`src/rtl/cfg_hdr_pkg.sv`:
```
package cfg_hdr_pkg;
  localparam int HDR_BYTES = 64;
  localparam int NUM_BARS  = 6;
  localparam int OFF_W     = 6;

  localparam logic [7:0] OFF_CMD  = 8'h04;
  localparam logic [7:0] OFF_CLS  = 8'h0C;
  localparam logic [7:0] OFF_LAT  = 8'h0D;
  localparam logic [7:0] OFF_BAR0 = 8'h10;
  localparam logic [7:0] OFF_ROM  = 8'h30;
  localparam logic [7:0] OFF_INTL = 8'h3C;

  localparam logic [31:0] ALL_ONES  = 32'hFFFF_FFFF;
  localparam logic [31:0] ROM_PROBE = 32'hFFFF_FFFE;

  typedef logic [HDR_BYTES-1:0][7:0] hdr_img_t;

  function automatic logic [31:0] type_mask(input logic is_io);
    return is_io ? 32'h0000_0003 : 32'h0000_000F;
  endfunction
endpackage

```
`src/rtl/cfg_bar_slot.sv`:
```
module cfg_bar_slot
  import cfg_hdr_pkg::*;
#(
  parameter logic [31:0] RST_VAL = 32'h0,
  parameter int          LOG2    = 12
) (
  input  logic        clk,
  input  logic        rst_n,
  input  logic        wr_hit,
  input  logic [31:0] wr_data,
  output logic [31:0] bar_q,
  output logic        en_q
);
  localparam logic [31:0] SIZE_ADDR = ~((32'h1 << LOG2) - 32'h1);

  logic [31:0] bar_d;
  logic        en_d;
  logic [31:0] tmask;
  logic        sizing;

  assign tmask  = type_mask(bar_q[0]);
  assign sizing = (wr_data == ALL_ONES);

  always_comb begin
    bar_d = bar_q;
    en_d  = en_q;
    if (wr_hit) begin
      bar_d = ((sizing ? SIZE_ADDR : wr_data) & ~tmask) | (bar_q & tmask);
      if (!sizing && ((wr_data & ~tmask) != 32'h0)) en_d = 1'b1;
    end
  end

  always_ff @(posedge clk or negedge rst_n) begin
    if (!rst_n) begin
      bar_q <= RST_VAL;
      en_q  <= 1'b0;
    end else begin
      if (wr_hit) bar_q <= bar_d;
      en_q <= en_d;
    end
  end

  assert_type_hold_R5: assert property (@(posedge clk) disable iff (!rst_n)
    $stable(bar_q & tmask));
  assert_sizing_R4: assert property (@(posedge clk) disable iff (!rst_n)
    (wr_hit && sizing) |=> ((bar_q & ~tmask) == (SIZE_ADDR & ~tmask)));
  assert_plain_store_R6: assert property (@(posedge clk) disable iff (!rst_n)
    (wr_hit && !sizing) |=> ((bar_q & ~tmask) == ($past(wr_data) & ~tmask)));
  assert_enable_sticky_R11: assert property (@(posedge clk) disable iff (!rst_n)
    en_q |=> en_q);
endmodule

```
`src/rtl/cfg_rom_reg.sv`:
```
module cfg_rom_reg
  import cfg_hdr_pkg::*;
#(
  parameter logic [31:0] RST_VAL = 32'h0
) (
  input  logic        clk,
  input  logic        rst_n,
  input  logic        wr_hit,
  input  logic [31:0] wr_data,
  output logic [31:0] rom_q
);
  logic [31:0] rom_d;

  always_comb begin
    rom_d = rom_q;
    if (wr_hit) rom_d = (wr_data == ROM_PROBE) ? ALL_ONES : wr_data;
  end

  always_ff @(posedge clk or negedge rst_n) begin
    if (!rst_n) rom_q <= RST_VAL;
    else if (wr_hit) rom_q <= rom_d;
  end

  assert_rom_probe_R7: assert property (@(posedge clk) disable iff (!rst_n)
    (wr_hit && wr_data == ROM_PROBE) |=> (rom_q == ALL_ONES));
  assert_rom_plain_R7: assert property (@(posedge clk) disable iff (!rst_n)
    (wr_hit && wr_data != ROM_PROBE) |=> (rom_q == $past(wr_data)));
endmodule

```
`src/rtl/cfg_rd_mux.sv`:
```
module cfg_rd_mux
  import cfg_hdr_pkg::*;
(
  input  hdr_img_t          img,
  input  logic [OFF_W-1:0]  off,
  input  logic [2:0]        size,
  output logic [31:0]       data
);
  always_comb begin
    data = 32'h0;
    for (int k = 0; k < 4; k++) begin
      if (3'(k) < size) data[8*k +: 8] = img[OFF_W'(off + OFF_W'(k))];
    end
  end
endmodule

```
`src/rtl/cfg_header_regfile.sv`:
```
module cfg_header_regfile
  import cfg_hdr_pkg::*;
#(
  parameter logic [15:0] VENDOR_ID  = 16'hA5C3,
  parameter logic [15:0] DEVICE_ID  = 16'h0172,
  parameter logic [15:0] CMD_RST    = 16'h0000,
  parameter logic [15:0] STATUS_VAL = 16'h0290,
  parameter logic [7:0]  REVISION   = 8'h03,
  parameter logic [23:0] CLASS_CODE = 24'h020000,
  parameter logic [7:0]  CLS_RST    = 8'h00,
  parameter logic [7:0]  LAT_RST    = 8'h00,
  parameter logic [7:0]  HDR_TYPE   = 8'h00,
  parameter logic [7:0]  BIST_VAL   = 8'h00,
  parameter logic [31:0] CIS_PTR    = 32'h0000_0000,
  parameter logic [15:0] SUB_VID    = 16'h1234,
  parameter logic [15:0] SUB_ID     = 16'h5678,
  parameter logic [31:0] ROM_RST    = 32'h0000_0000,
  parameter logic [7:0]  INTL_RST   = 8'hFF,
  parameter logic [7:0]  INT_PIN    = 8'h01,
  parameter logic [7:0]  MIN_GNT    = 8'h10,
  parameter logic [7:0]  MAX_LAT    = 8'h20,
  parameter logic [5:0][31:0] BAR_RST  = {32'h0, 32'h0, 32'h8, 32'h0, 32'h1, 32'h0},
  parameter logic [5:0][4:0]  BAR_LOG2 = {5'd5, 5'd20, 5'd4, 5'd16, 5'd8, 5'd12}
) (
  input  logic             clk,
  input  logic             rst_n,
  input  logic [7:0]       cfg_off,
  input  logic [2:0]       cfg_size,
  input  logic             cfg_wr,
  input  logic             cfg_rd,
  input  logic [31:0]      cfg_wdata,
  output logic [31:0]      cfg_rdata,
  output logic             cfg_err,
  output logic [5:0][31:0] bar_base,
  output logic [5:0]       bar_io,
  output logic [5:0]       bar_en
);
  // reset: asynchronous assertion, synchronous release
  logic [1:0] rst_sync;
  logic       rst_i_n;

  always_ff @(posedge clk or negedge rst_n) begin
    if (!rst_n) rst_sync <= 2'b00;
    else        rst_sync <= {rst_sync[0], 1'b1};
  end
  assign rst_i_n = rst_sync[1];

  // access qualification
  logic       size_ok, range_ok, bad, wr_ok;
  logic       wr_b, wr_h, wr_w;
  logic [8:0] end_off;

  assign size_ok  = (cfg_size == 3'd1) || (cfg_size == 3'd2) || (cfg_size == 3'd4);
  assign end_off  = {1'b0, cfg_off} + {6'b0, cfg_size};
  assign range_ok = (end_off <= 9'(HDR_BYTES));
  assign bad      = !(size_ok && range_ok);
  assign wr_ok    = cfg_wr && !bad;
  assign wr_b     = wr_ok && (cfg_size == 3'd1);
  assign wr_h     = wr_ok && (cfg_size == 3'd2);
  assign wr_w     = wr_ok && (cfg_size == 3'd4);

  // writable scalar fields
  logic [15:0] cmd_q, cmd_d;
  logic [7:0]  cls_q, cls_d, lat_q, lat_d, intl_q, intl_d;
  logic        cmd_we, cls_we, lat_we, intl_we;

  assign cmd_we  = (wr_h || wr_w) && (cfg_off == OFF_CMD);
  assign cls_we  = (wr_b || wr_h) && (cfg_off == OFF_CLS);
  assign lat_we  = (wr_b && (cfg_off == OFF_LAT)) || (wr_h && (cfg_off == OFF_CLS));
  assign intl_we = wr_b && (cfg_off == OFF_INTL);

  always_comb begin
    cmd_d  = cmd_q;
    cls_d  = cls_q;
    lat_d  = lat_q;
    intl_d = intl_q;
    if (cmd_we)  cmd_d  = cfg_wdata[15:0];
    if (cls_we)  cls_d  = cfg_wdata[7:0];
    if (lat_we)  lat_d  = wr_h ? cfg_wdata[15:8] : cfg_wdata[7:0];
    if (intl_we) intl_d = cfg_wdata[7:0];
  end

  always_ff @(posedge clk or negedge rst_i_n) begin
    if (!rst_i_n) begin
      cmd_q  <= CMD_RST;
      cls_q  <= CLS_RST;
      lat_q  <= LAT_RST;
      intl_q <= INTL_RST;
    end else begin
      if (cmd_we)  cmd_q  <= cmd_d;
      if (cls_we)  cls_q  <= cls_d;
      if (lat_we)  lat_q  <= lat_d;
      if (intl_we) intl_q <= intl_d;
    end
  end

  // base address registers
  logic [5:0][31:0] bar_q;

  for (genvar i = 0; i < NUM_BARS; i++) begin : g_bar
    logic hit;
    assign hit = wr_w && (cfg_off == OFF_BAR0 + 8'(4 * i));
    cfg_bar_slot #(.RST_VAL(BAR_RST[i]), .LOG2(int'(BAR_LOG2[i]))) u_slot (
      .clk     (clk),
      .rst_n   (rst_i_n),
      .wr_hit  (hit),
      .wr_data (cfg_wdata),
      .bar_q   (bar_q[i]),
      .en_q    (bar_en[i])
    );
    assign bar_io[i]   = bar_q[i][0];
    assign bar_base[i] = bar_q[i] & ~type_mask(bar_q[i][0]);
  end

  // expansion ROM register
  logic [31:0] rom_q;
  cfg_rom_reg #(.RST_VAL(ROM_RST)) u_rom (
    .clk     (clk),
    .rst_n   (rst_i_n),
    .wr_hit  (wr_w && (cfg_off == OFF_ROM)),
    .wr_data (cfg_wdata),
    .rom_q   (rom_q)
  );

  // header image and read path
  hdr_img_t img;
  always_comb begin
    img = '0;
    {img[8'h01], img[8'h00]} = VENDOR_ID;
    {img[8'h03], img[8'h02]} = DEVICE_ID;
    {img[8'h05], img[8'h04]} = cmd_q;
    {img[8'h07], img[8'h06]} = STATUS_VAL;
    img[8'h08] = REVISION;
    {img[8'h0B], img[8'h0A], img[8'h09]} = CLASS_CODE;
    img[8'h0C] = cls_q;
    img[8'h0D] = lat_q;
    img[8'h0E] = HDR_TYPE;
    img[8'h0F] = BIST_VAL;
    for (int i = 0; i < NUM_BARS; i++) begin
      for (int k = 0; k < 4; k++) img[16 + 4*i + k] = bar_q[i][8*k +: 8];
    end
    {img[8'h2B], img[8'h2A], img[8'h29], img[8'h28]} = CIS_PTR;
    {img[8'h2D], img[8'h2C]} = SUB_VID;
    {img[8'h2F], img[8'h2E]} = SUB_ID;
    {img[8'h33], img[8'h32], img[8'h31], img[8'h30]} = rom_q;
    img[8'h3C] = intl_q;
    img[8'h3D] = INT_PIN;
    img[8'h3E] = MIN_GNT;
    img[8'h3F] = MAX_LAT;
  end

  logic [31:0] rd_word;
  cfg_rd_mux u_mux (
    .img  (img),
    .off  (cfg_off[OFF_W-1:0]),
    .size (cfg_size),
    .data (rd_word)
  );

  logic [31:0] rdata_d;
  logic        err_d;

  always_comb begin
    rdata_d = cfg_rdata;
    if (cfg_rd) rdata_d = bad ? 32'h0 : rd_word;
    err_d = (cfg_rd || cfg_wr) && bad;
  end

  always_ff @(posedge clk or negedge rst_i_n) begin
    if (!rst_i_n) begin
      cfg_rdata <= 32'h0;
      cfg_err   <= 1'b0;
    end else begin
      if (cfg_rd) cfg_rdata <= rdata_d;
      cfg_err <= err_d;
    end
  end

  assert_err_read_zero_R3: assert property (@(posedge clk) disable iff (!rst_i_n)
    (cfg_rd && bad) |=> (cfg_err && cfg_rdata == 32'h0));
  assert_err_no_cmd_R3: assert property (@(posedge clk) disable iff (!rst_i_n)
    (cfg_wr && bad) |=> $stable(cmd_q));
  assert_rdata_hold_R2: assert property (@(posedge clk) disable iff (!rst_i_n)
    !cfg_rd |=> $stable(cfg_rdata));
  assert_base_clean_R13: assert property (@(posedge clk) disable iff (!rst_i_n)
    ((bar_base[0][1:0] == 2'b00) && (bar_base[1][1:0] == 2'b00) &&
     (bar_base[2][1:0] == 2'b00) && (bar_base[3][1:0] == 2'b00)));
endmodule

```
`config.mk`:
```
export PLATFORM = sky130hd
export DESIGN_NAME = cfg_header_regfile
export DESIGN_NICKNAME = d
export VERILOG_FILES = /design/src/rtl/cfg_hdr_pkg.sv /design/src/rtl/cfg_bar_slot.sv /design/src/rtl/cfg_rom_reg.sv /design/src/rtl/cfg_rd_mux.sv /design/src/rtl/cfg_header_regfile.sv
export SDC_FILE = /design/constraint.sdc
export NUM_CORES = 1
export LEC_CHECK = 0
export BUFFER_PORTS_ARGS = -buffer_cell sky130_fd_sc_hd__buf_2
export CAP_MARGIN = 40
export CORE_MARGIN = 1
export CORE_UTILIZATION = 45
export CTS_CLUSTER_SIZE = 10
export DETAILED_ROUTE_END_ITERATION = 10
export PLACE_DENSITY_LB_ADDON = 0.1
export SLEW_MARGIN = 5
export SYNTH_ARGS = -nofsm -noshare
export SYNTH_HDL_FRONTEND = slang
export SYNTH_SLANG_ARGS = --single-unit
```
`constraint.sdc`:
```
create_clock -name clk -period 12.3 [get_ports clk]
set_clock_uncertainty 0.15 [all_clocks]
set_input_delay 1.845 -clock clk [delete_from_list [all_inputs] [get_ports clk]]
set_output_delay 1.845 -clock clk [all_outputs]
set_load 0.005 [all_outputs]
```
# ---- Word level (Yosys, flattened, before mapping)
# Cells that the tools add are included.
dict set report word_totals {
  regBits 305
  output_inout_bits 237
}
dict set report op_classes {
  addsub 4
  order_cmp 9
  n_eq_ne 16
  mux 27
  n_bitwise 36
  n_reduce_logical 44
}
# op n
set ops {}
lappend ops {{$and 32x32->32} 18}
lappend ops {{$mux 32} 8}
lappend ops {{$and 32x4->32} 6}
lappend ops {{$bmux 8 s6} 4}
lappend ops {{$not 4->32} 6}
lappend ops {{$or 32x32->32} 6}
lappend ops {{$reduce_bool 32->1} 6}
lappend ops {{$mux 8} 9}
lappend ops {{$eq 32x32->1 const B} 2}
lappend ops {{$eq 8x5->1 const B} 4}
lappend ops {{$eq 8x6->1 const B} 4}
lappend ops {{$lt 6x7->1 const B} 4}
lappend ops {{$logic_and 1x1->1} 24}
lappend ops {{$mux 4} 6}
lappend ops {{$eq 8x4->1 const B} 2}
lappend ops {{$add 6x2->6 const B} 2}
lappend ops {{$reduce_and 2->1} 6}
lappend ops {{$add 8x3->9} 1}
lappend ops {{$le 9x7->1 const B} 1}
lappend ops {{$eq 8x3->1 const B} 1}
lappend ops {{$add 6x1->6 const B} 1}
lappend ops {{$logic_or 1x1->1} 6}
lappend ops {{$lt 1x3->1 const A} 2}
lappend ops {{$lt 2x3->1 const A} 2}
lappend ops {{other kinds (4)} 5}

# ---- Logic depth before layout (Yosys ltp)
# Gate-level depths: netlist of run 1.
dict set report logic_depth {
  depth_word 8
  ltp_mapped 16
  ltp_nobuf 9
}

# ---- By module
# Synthesis of run 1 repeated with hierarchy kept, for this count alone.
dict set report unflattened {
  hier_cells 2329
  hier_area_um2 29660.9
}
# module instances cells_per_inst area_each_um2 seq_area_each_um2
set modules_own_cells {}
lappend modules_own_cells {cfg_rd_mux 1 1285 16952.5 0.0}
lappend modules_own_cells {cfg_header_regfile 1 341 3608.5 1886.8}
lappend modules_own_cells {{cfg_bar_slot at g_bar[4].u_slot} 1 124 1382.6 725.7}
lappend modules_own_cells {{cfg_bar_slot at g_bar[1].u_slot} 1 97 1326.3 775.7}
lappend modules_own_cells {{cfg_bar_slot at g_bar[0].u_slot} 1 106 1297.5 725.7}
lappend modules_own_cells {{cfg_bar_slot at g_bar[2].u_slot} 1 116 1292.5 725.7}
lappend modules_own_cells {{cfg_bar_slot at g_bar[3].u_slot} 1 89 1283.7 725.7}
lappend modules_own_cells {cfg_rom_reg 1 80 1282.5 800.8}
lappend modules_own_cells {{cfg_bar_slot at g_bar[5].u_slot} 1 91 1234.9 725.7}

# ---- Worst setup path before layout of run 1
# No wires, ideal clock.
dict set report synth_timing {
  path_type {input -> register}
  start {input cfg_off[1]}
  end {register cfg_rdata[13]}
  setup_time_ns 0.140
  t_arrival_ns 4.659
  setup_slack_ns 7.351
  path_stages 11
  cell_sequence {buf_2 buf_2 buf_4 clkinv_1 ha_1 buf_2 buf_2 mux4_2 mux4_2 a221oi_1 o32ai_1}
}
dict set report synth_between {
  elab_chain_len 5
  elab_cells_between_ends 8
  classes_between {add/sub (2); order compare (1); mux (4); reduce/logical (1)}
}
# element line_no
set synth_lines {}
lappend synth_lines {{from (decl)} cfg_header_regfile.sv:27} ;# input logic [7:0] cfg_off,
lappend synth_lines {{$add 6x1->6} cfg_rd_mux.sv:12} ;# if (3'(k) < size) data[8*k +: 8] = img[OFF_W'(off + OFF_W'(k))];
lappend synth_lines {{$bmux 8 s6} cfg_rd_mux.sv:12}
lappend synth_lines {{$mux 8 (implied by the code)} cfg_rd_mux.sv:12}
lappend synth_lines {{$mux 8} cfg_rd_mux.sv:12}
lappend synth_lines {{$mux 32 *} cfg_header_regfile.sv:165} ;# if (cfg_rd) rdata_d = bad ? 32'h0 : rd_word;
lappend synth_lines {{to (signal assigned)} cfg_header_regfile.sv:174} ;# if (cfg_rd) cfg_rdata <= rdata_d;
lappend synth_lines {{to (decl)} cfg_header_regfile.sv:32} ;# output logic [31:0] cfg_rdata,
# Every way passes the cells marked *; elsewhere a longest branch is shown, timed or not. The select of a mux whose other input is x is not followed.
# A chain may end at the register's enable or synchronous reset.

# ---- Worst setup path after layout of run 1
dict set report layout_timing {
  start {input cfg_off[1]}
  end {register cfg_rdata[27]}
}
dict set report layout_between {
  elab_chain_len 5
  elab_cells_between_ends 8
  classes_between {add/sub (2); order compare (1); mux (4); reduce/logical (1)}
}
# element line_no
set layout_lines {}
lappend layout_lines {{$add 6x2->6} cfg_rd_mux.sv:12}
lappend layout_lines {{$bmux 8 s6} cfg_rd_mux.sv:12}
lappend layout_lines {{$mux 8 (implied by the code)} cfg_rd_mux.sv:12}
lappend layout_lines {{$mux 8} cfg_rd_mux.sv:12}
lappend layout_lines {{$mux 32 *} cfg_header_regfile.sv:165}
# Marked as above.

==> metrics.md, run 1 <==
| Metric | Value |
|---|---|
| Row count | `78` |
| Post-Route WL | `approximately 110000 um` |
| Die Y | `approximately 220 um` |
| Drt pass-1 iters | `5` |
| Layout area overhead | `13.94%` |
| R2R Setup Slk | `~9.5 ns` |
| Initial Utilization | `0.4589` |
| CP Max Fanout | `57` |
| Reg-to-Reg Start | `u_rom.rom_q[6]` |
| PostCTS Resize Cnt | `0` |
| CP max stage delay | `approximately 0.84 ns` |
| Hold-fix buffers, CTS | `0` |
| Post-CTS Setup Inserts | `0` |
| Critical Path AT | `6.40 ns` |
| Yosys top cell area share | `0.3283` |
| Min-delay worst type | `reg -> reg` |
| Die width | `217.8 um` |
| Vias in the first global route | `18970` |
| EDFF count, synth | `0` |
| Vias per std cell | `around 7.2` |
| Seq cells post-synth | `approximately 280` |
| Critical path depth | `11` |
| WP data required | `12.62 ns` |
| Worst flop-to-flop path endpoint | `cfg_rdata[30]` |
| Max Root-Sink Buffers | `3` |
| Max-cap violations | `0` |
| WHS | `approximately 0.21 ns` |
| Top FF cell, synth | `dfrtp_1` |
| Sequential fraction of the synthesis area | `0.3383` |
| Routed vias | `20360` |
| Antenna violations before repair | `11` |
| Worst-skew pair later-pin latency | `about 0.58 ns` |
| Status | `completed` |
| Initial DRC Count | `between 2000 and 3000` |
| GRT overflow | `0` |
| Highest clock rate | `164.4 MHz` |
| Top Ports | `roughly 280` |
| Root Driver | `clkbuf_16` |
| Top cells by count, synth | `275 x dfrtp_1, 251 x nand2_1, 203 x mux2_2` |
| Routed Antenna Nets | `0` |
| FILL cells | `around 4200` |
| Layout cells sized above 1 | `0.3537` |
| Pwr per Cell Area | `about 110 nW/um^2` |
| Setup TNS | `0 ns` |
| Cell Area, Placed | `roughly 23000 sq um` |
| Leakage | `around 11 nW` |
| RSZ-0062 raised after global routing | `false` |
| Slew Viols, Final | `0` |
| Global-route usage over all layers | `0.4564` |
| Slowest-stage cell, CP | `ha_4` |
| Routability cong. | `between 1 and 1.5` |
| Core footprint | `~46000 sq um` |
| First-pass GRT wire length | `150900 um` |
| Syn avg cell area | `10.31 sq um` |
| Post-DP HPWL | `approximately 77000 um` |
| Worst Max-Slew Pin Slew | `between 0.9 and 1 ns` |
| CTS tree | `done` |
| Critical path class | `in -> reg` |
| Fin crit period | `about 6 ns` |
| Top delay family on crit path | `buffers and inverters` |
| Post-synthesis cell type with the largest combined area | `dfrtp_1` |
| CTS buffer count | `37` |
| Yosys warns | `0` |
| Fin crit share | `0.4945` |
| CTS Sinks | `283` |
| Input/output buffers | `roughly 260` |
| Post-layout util | `0.5229` |
| Critical Path Start Type | `primary input` |
| Library cells used by synthesis | `89` |
| Ys async rst share | `1.000` |
| Cell with the most instances after synthesis | `dfrtp_1` |
| Worst-path clk slew | `0.06 ns` |
| Peak supply drop | `between 0.09 and 0.1 mV` |
| Fin area | `23880 sq um` |
| Largest net degree at the start of global routing | `134` |
| Critical Path Start | `cfg_off[1]` |
| Worst Setup EP | `cfg_rdata[27]` |
| Largest cells by area after synthesis | `dfrtp_1 33%, mux4_2 15%, mux2_2 11%` |
| Synth Cell Area | `approximately 21000 sq um` |
| DRC violations left | `0` |
| Cell count after synthesis | `about 2000` |
| Design Power | `~2.5 mW` |
| H-tree lvl count | `2` |
| Routed WL per cell | `38.32 um` |
| CP bufs+invs | `5` |
| Final hold violations | `0` |
| Worst reg2reg path depth | `6` |
| Slew headroom | `0.3573` |
| CP cell instances | `buf_6 > clkinv_1 > ha_4 > buf_4 > inv_1 > buf_4 > nand2_1 > o22ai_1 > a2111oi_0 > a2111oi_0 > o31ai_1` |
| Die ar. | `roughly 47000 sq um` |
| CP endpoint kind | `register` |
| Nets@finish | `2269` |
| # setup viols final | `0` |
-- placed cells by master, fill, tap and decap left out, types with 24 or more instances in the layout --
| master | synthesis | routed |
|---|---|---|
| nand3_1 | 38 | 38 |
| mux4_2 | 137 | 137 |
| clkbuf_16 | 0 | 37 |
| nor2_1 | 98 | 94 |
| o21ai_0 | 105 | 105 |
| buf_4 | 52 | 76 |
| a211oi_1 | 24 | 24 |
| a221oi_1 | 45 | 45 |
| nor3_1 | 39 | 38 |
| mux2_2 | 203 | 203 |
| mux2i_1 | 99 | 99 |
| conb_1 | 2 | 29 |
| a22oi_1 | 24 | 24 |
| o22ai_1 | 28 | 28 |
| buf_2 | 64 | 256 |
| a21oi_1 | 113 | 113 |
| nand2_1 | 251 | 251 |
| dfrtp_1 | 275 | 274 |
-- state kept, by name, indices dropped and copies added (netlist names) --
register / count
g_bar.u_slot.bar_q: 170
rst_sync: 2
g_bar.u_slot.en_q: 6
cfg_rdata: 32
u_rom.rom_q: 32
cfg_err: 1
cls_q: 8
intl_q: 8
cmd_q: 16
lat_q: 8
-- metrics by stage --
step                cells  setup slack (ns)
floorplan            2060             3.693
global placement     2757             5.995
detailed placement   2768             5.879
CTS                  2827             6.440
global route         2828             6.103
finish               2833             6.218
-- where the power goes --
part / internal [mW] / switching [mW]
Clock: 0.607 / 0.435
Sequential: 0.941 / 0.0199
Combinational: 0.144 / 0.361
-- logic make-up (layout without fill, tap and decap cells) --
family          count (synthesis)  in the layout  share of synthesized area
compound gates                510            510                     0.1657
flops                         283            283                     0.3383
buf+inv                       256            424                    0.06303
mux                           447            447                     0.3093
simple gates                  496            496                     0.1038
fa+ha+maj                      14             14                   0.008715
xor+xnor                       25             25                    0.01080
other cells                     2             34                  0.0003583
-- worst min-delay path by stage --
stage                startpoint     endpoint  slack, ns  depth (start not counted)
floorplan           rst_sync[0]  rst_sync[1]       0.18                          0
global placement    rst_sync[0]  rst_sync[1]       0.19                          0
detailed placement  rst_sync[0]  rst_sync[1]       0.19                          0
CTS                 rst_sync[0]  rst_sync[1]       0.21                          0
global route        rst_sync[0]  rst_sync[1]       0.21                          0
finish              rst_sync[0]  rst_sync[1]       0.21                          0
-- area by class of cell --
type	count	area [sq um]	area share
diodes	5	12.51	0.0005239
clock buffers	48	987.2	0.04133
clock inverters	11	136.4	0.005710
inverters	24	90.09	0.003772
multi-input cells	1521	12820	0.5366
flip-flops and latches	283	7096	0.2971
well taps	600	750.7	0.03143
repair buffers	341	1994	0.08351
-- per-layer routing --
metal | up-vias | share of wire | global-route usage
met1 | 10400 | 0.39 | 0.6077
met5 | - | 0.00099 | 0
li1 | 8077 | - | -
met4 | 16 | 0.064 | 0.2503
met2 | 1532 | 0.42 | 0.6472
met3 | 343 | 0.13 | 0.1584
No activity file was read; power rests on OpenSTA's default activity.
==> run 2, diff against run 1 <==
- clock period: 12.3 -> 5.7 ns (I/O delays scaled with it)
==> run 2 against run 1 <==
Register-to-register slack worse by 6.6 ns. Sequential power up 120%. Flip-flop and latch count unchanged. Global-route usage up 1.3 points. Non-clock buffer count up 15. First-iteration DRC count up 9.2%. Clock power up 130%. Combinational power up 120%. Routed wire length up 2.8%. Die area unchanged. Sequential share of layout area down 0.24 points. Critical path type unchanged.
==> metrics.md, run 2 (same netlist as run 1, synthesis figures left out) <==
| Metric | Value |
|---|---|
| Commonest non-fill, non-tap cells in the layout | `274 x dfrtp_1, 255 x buf_2, 251 x nand2_1 (was 274 x dfrtp_1, 256 x buf_2, 251 x nand2_1)` |
| Die width | `217.8 um (unchanged)` |
| CTS tree | `done (unchanged)` |
| Input/output buffers | `255 (unchanged)` |
| Top flop regs | `g_bar.u_slot.bar_q (170), cfg_rdata (32), u_rom.rom_q (32) (unchanged)` |
| GRT overflow | `0 (unchanged)` |
| RSZ-0062 raised after global routing | `false (unchanged)` |
| Fin crit share | `0.7403` |
| Die ar. | `47450 sq um (unchanged)` |
| Sequential standard cell area | `7096 sq um (unchanged)` |
| Antenna violations before repair | `12 (was 11)` |
| Row count | `78 (unchanged)` |
| Min-delay worst type | `reg -> async (was reg -> reg)` |
| WP data required | `6.01 ns (was 12.62 ns)` |
| Routed vias | `20650 (was 20360)` |
| Root Driver | `clkbuf_16 (unchanged)` |
| Fin area | `24080 sq um (was 23880 sq um)` |
| Fin crit period | `4.220 ns` |
| # setup viols final | `0 (unchanged)` |
| Largest net degree at the start of global routing | `117 (was 134)` |
| Status | `completed (unchanged)` |
| Vias per std cell | `7.260 (was 7.188)` |
| H-tree lvl count | `2 (unchanged)` |
| CP endpoint kind | `register (unchanged)` |
| Layout cells sized above 1 | `0.3567 (was 0.3537)` |
| Critical Path Start Type | `primary input (unchanged)` |
| Initial DRC Count | `3085 (was 2825)` |
| Most flops, register | `g_bar.u_slot.bar_q (unchanged)` |
| Routability cong. | `1.156 (was 1.084)` |
| Slew headroom | `0.3491 (was 0.3573)` |
| Max Root-Sink Buffers | `3 (unchanged)` |
| Top Metal Used | `met5 (unchanged)` |
| Worst-skew pair later-pin latency | `0.58 ns (about the same)` |
| Leakage | `10.91 nW (was 10.81 nW)` |
| Nets@finish | `2284 (was 2269)` |
| Design Power | `5.523 mW (was 2.508 mW)` |
| Top Ports | `284 (unchanged)` |
| Max-cap violations | `0 (unchanged)` |
| Vias in the first global route | `19090 (was 18970)` |
| Die Y | `217.8 um (unchanged)` |
| Drt pass-1 iters | `8 (was 5)` |
| Setup TNS | `0 ns (unchanged)` |
| Cell Area, Placed | `22900 sq um (was 22740 sq um)` |
| Core footprint | `45670 sq um (unchanged)` |
| Pwr per Cell Area | `229.4 nW/um^2 (was 105.0 nW/um^2)` |
| Routed wl met3 | `15390 um (was 13910 um)` |
| Routed WL per cell | `39.21 um (was 38.32 um)` |
| Max reg flops | `170 (unchanged)` |
| Highest clock rate | `~240 MHz` |
| Critical path class | `in -> reg (unchanged)` |
| WHS | `0.02406 ns (was 0.2052 ns)` |
| Critical Path AT | `4.53 ns (was 6.40 ns)` |
| CTS Sinks | `283 (unchanged)` |
| Worst Max-Slew Pin Slew | `0.9716 ns (was 0.9617 ns)` |
| CTS buffer count | `37 (unchanged)` |
| Post-Route WL | `111500 um (was 108600 um)` |
| Routed Antenna Nets | `0 (unchanged)` |
| Most common cell after layout, fill and taps aside | `dfrtp_1 (unchanged)` |
| Slew Viols, Final | `0 (unchanged)` |
| CP Max Fanout | `56 (was 57)` |
| FILL cells | `4151 (was 4160)` |
| DR WL met2 | `46260 um (was 45580 um)` |
| Layout area overhead | `14.86% (was 13.94%)` |
| First-pass GRT wire length | `154400 um (was 150900 um)` |
| Final hold violations | `0 (unchanged)` |
| Peak supply drop | `0.2276 mV (was 0.09628 mV)` |
| Initial Utilization | `0.4589 (unchanged)` |
| Global-route usage over all layers | `0.4695 (was 0.4564)` |
| Area of the multi-input gates | `12790 sq um (was 12820 sq um)` |
| DRT met1 WL | `42340 um (was 42050 um)` |
| Post-DP HPWL | `81700 um (was 77320 um)` |
| DRC violations left | `0 (unchanged)` |
| Worst-path clk slew | `0.06 ns (about the same)` |
==> run 2: cell type report <==
type	instances	area share
multi-input combinational	1521	0.5314
sequential	283	0.2947
timing repair buffer	356	0.09038
clock buffer	49	0.04329
tap	600	0.03118
clock inverter	7	0.004781
inverter	24	0.003742
antenna	5	0.0005197
==> run 2: metal layers <==
metal	vias up	GRT usage
met5	-	0
met4	16	0.2590
met3	375	0.1572
met2	1674	0.6593
met1	10490	0.6340
li1	8103	-
==> run 2: worst max-delay path, stage by stage <==
cell and delay (ns):
buf_6 0.35, buf_4 0.70, nor2_1 0.42, buf_4 0.33, a221oi_1 0.32, nor2_1 0.17, a2111oi_0 0.87, nor3_1 0.16
a32o_1 0.30
==> run 2: metrics by stage <==
step | worst slack (ns) | std cells | utilization
final | 1.480 | 2845 | 0.5271
after global routing | 1.385 | 2840 | 0.5268
after CTS | 1.514 | 2840 | 0.5268
after detailed placement | 0.9567 | 2783 | 0.5013
after global placement | 1.061 | 2774 | 0.4985
after floorplan | 0.9212 | 2060 | -
==> run 2: final timing paths <==
check / start / end / slack, ns / cells past startpoint
max reg2reg: g_bar[1].u_slot.bar_q[10] / cfg_rdata[18] / 2.88 / 6
min reg2reg: rst_sync[1] / g_bar[4].u_slot.bar_q[20] / 0.02 / 0
min in group clk: rst_sync[0] / rst_sync[1] / 0.20 / 0
max in group asynchronous: rst_sync[1] / g_bar[2].u_slot.bar_q[16] / 4.45 / 1
max: cfg_off[1] / cfg_rdata[18] / 1.48 / 9
min: rst_sync[1] / g_bar[4].u_slot.bar_q[20] / 0.02 / 0
==> run 2: repair_timing <==
action,in CTS,in global routing
buffers inserted,0,0
hold buffers,1,0
resized for setup,0,0
endpoints found under the hold margin,2,0
==> run 2: power by group <==
part	switching (mW)	internal [mW]
clock	0.969	1.37
combinational	0.786	0.328
sequential	0.0393	2.03
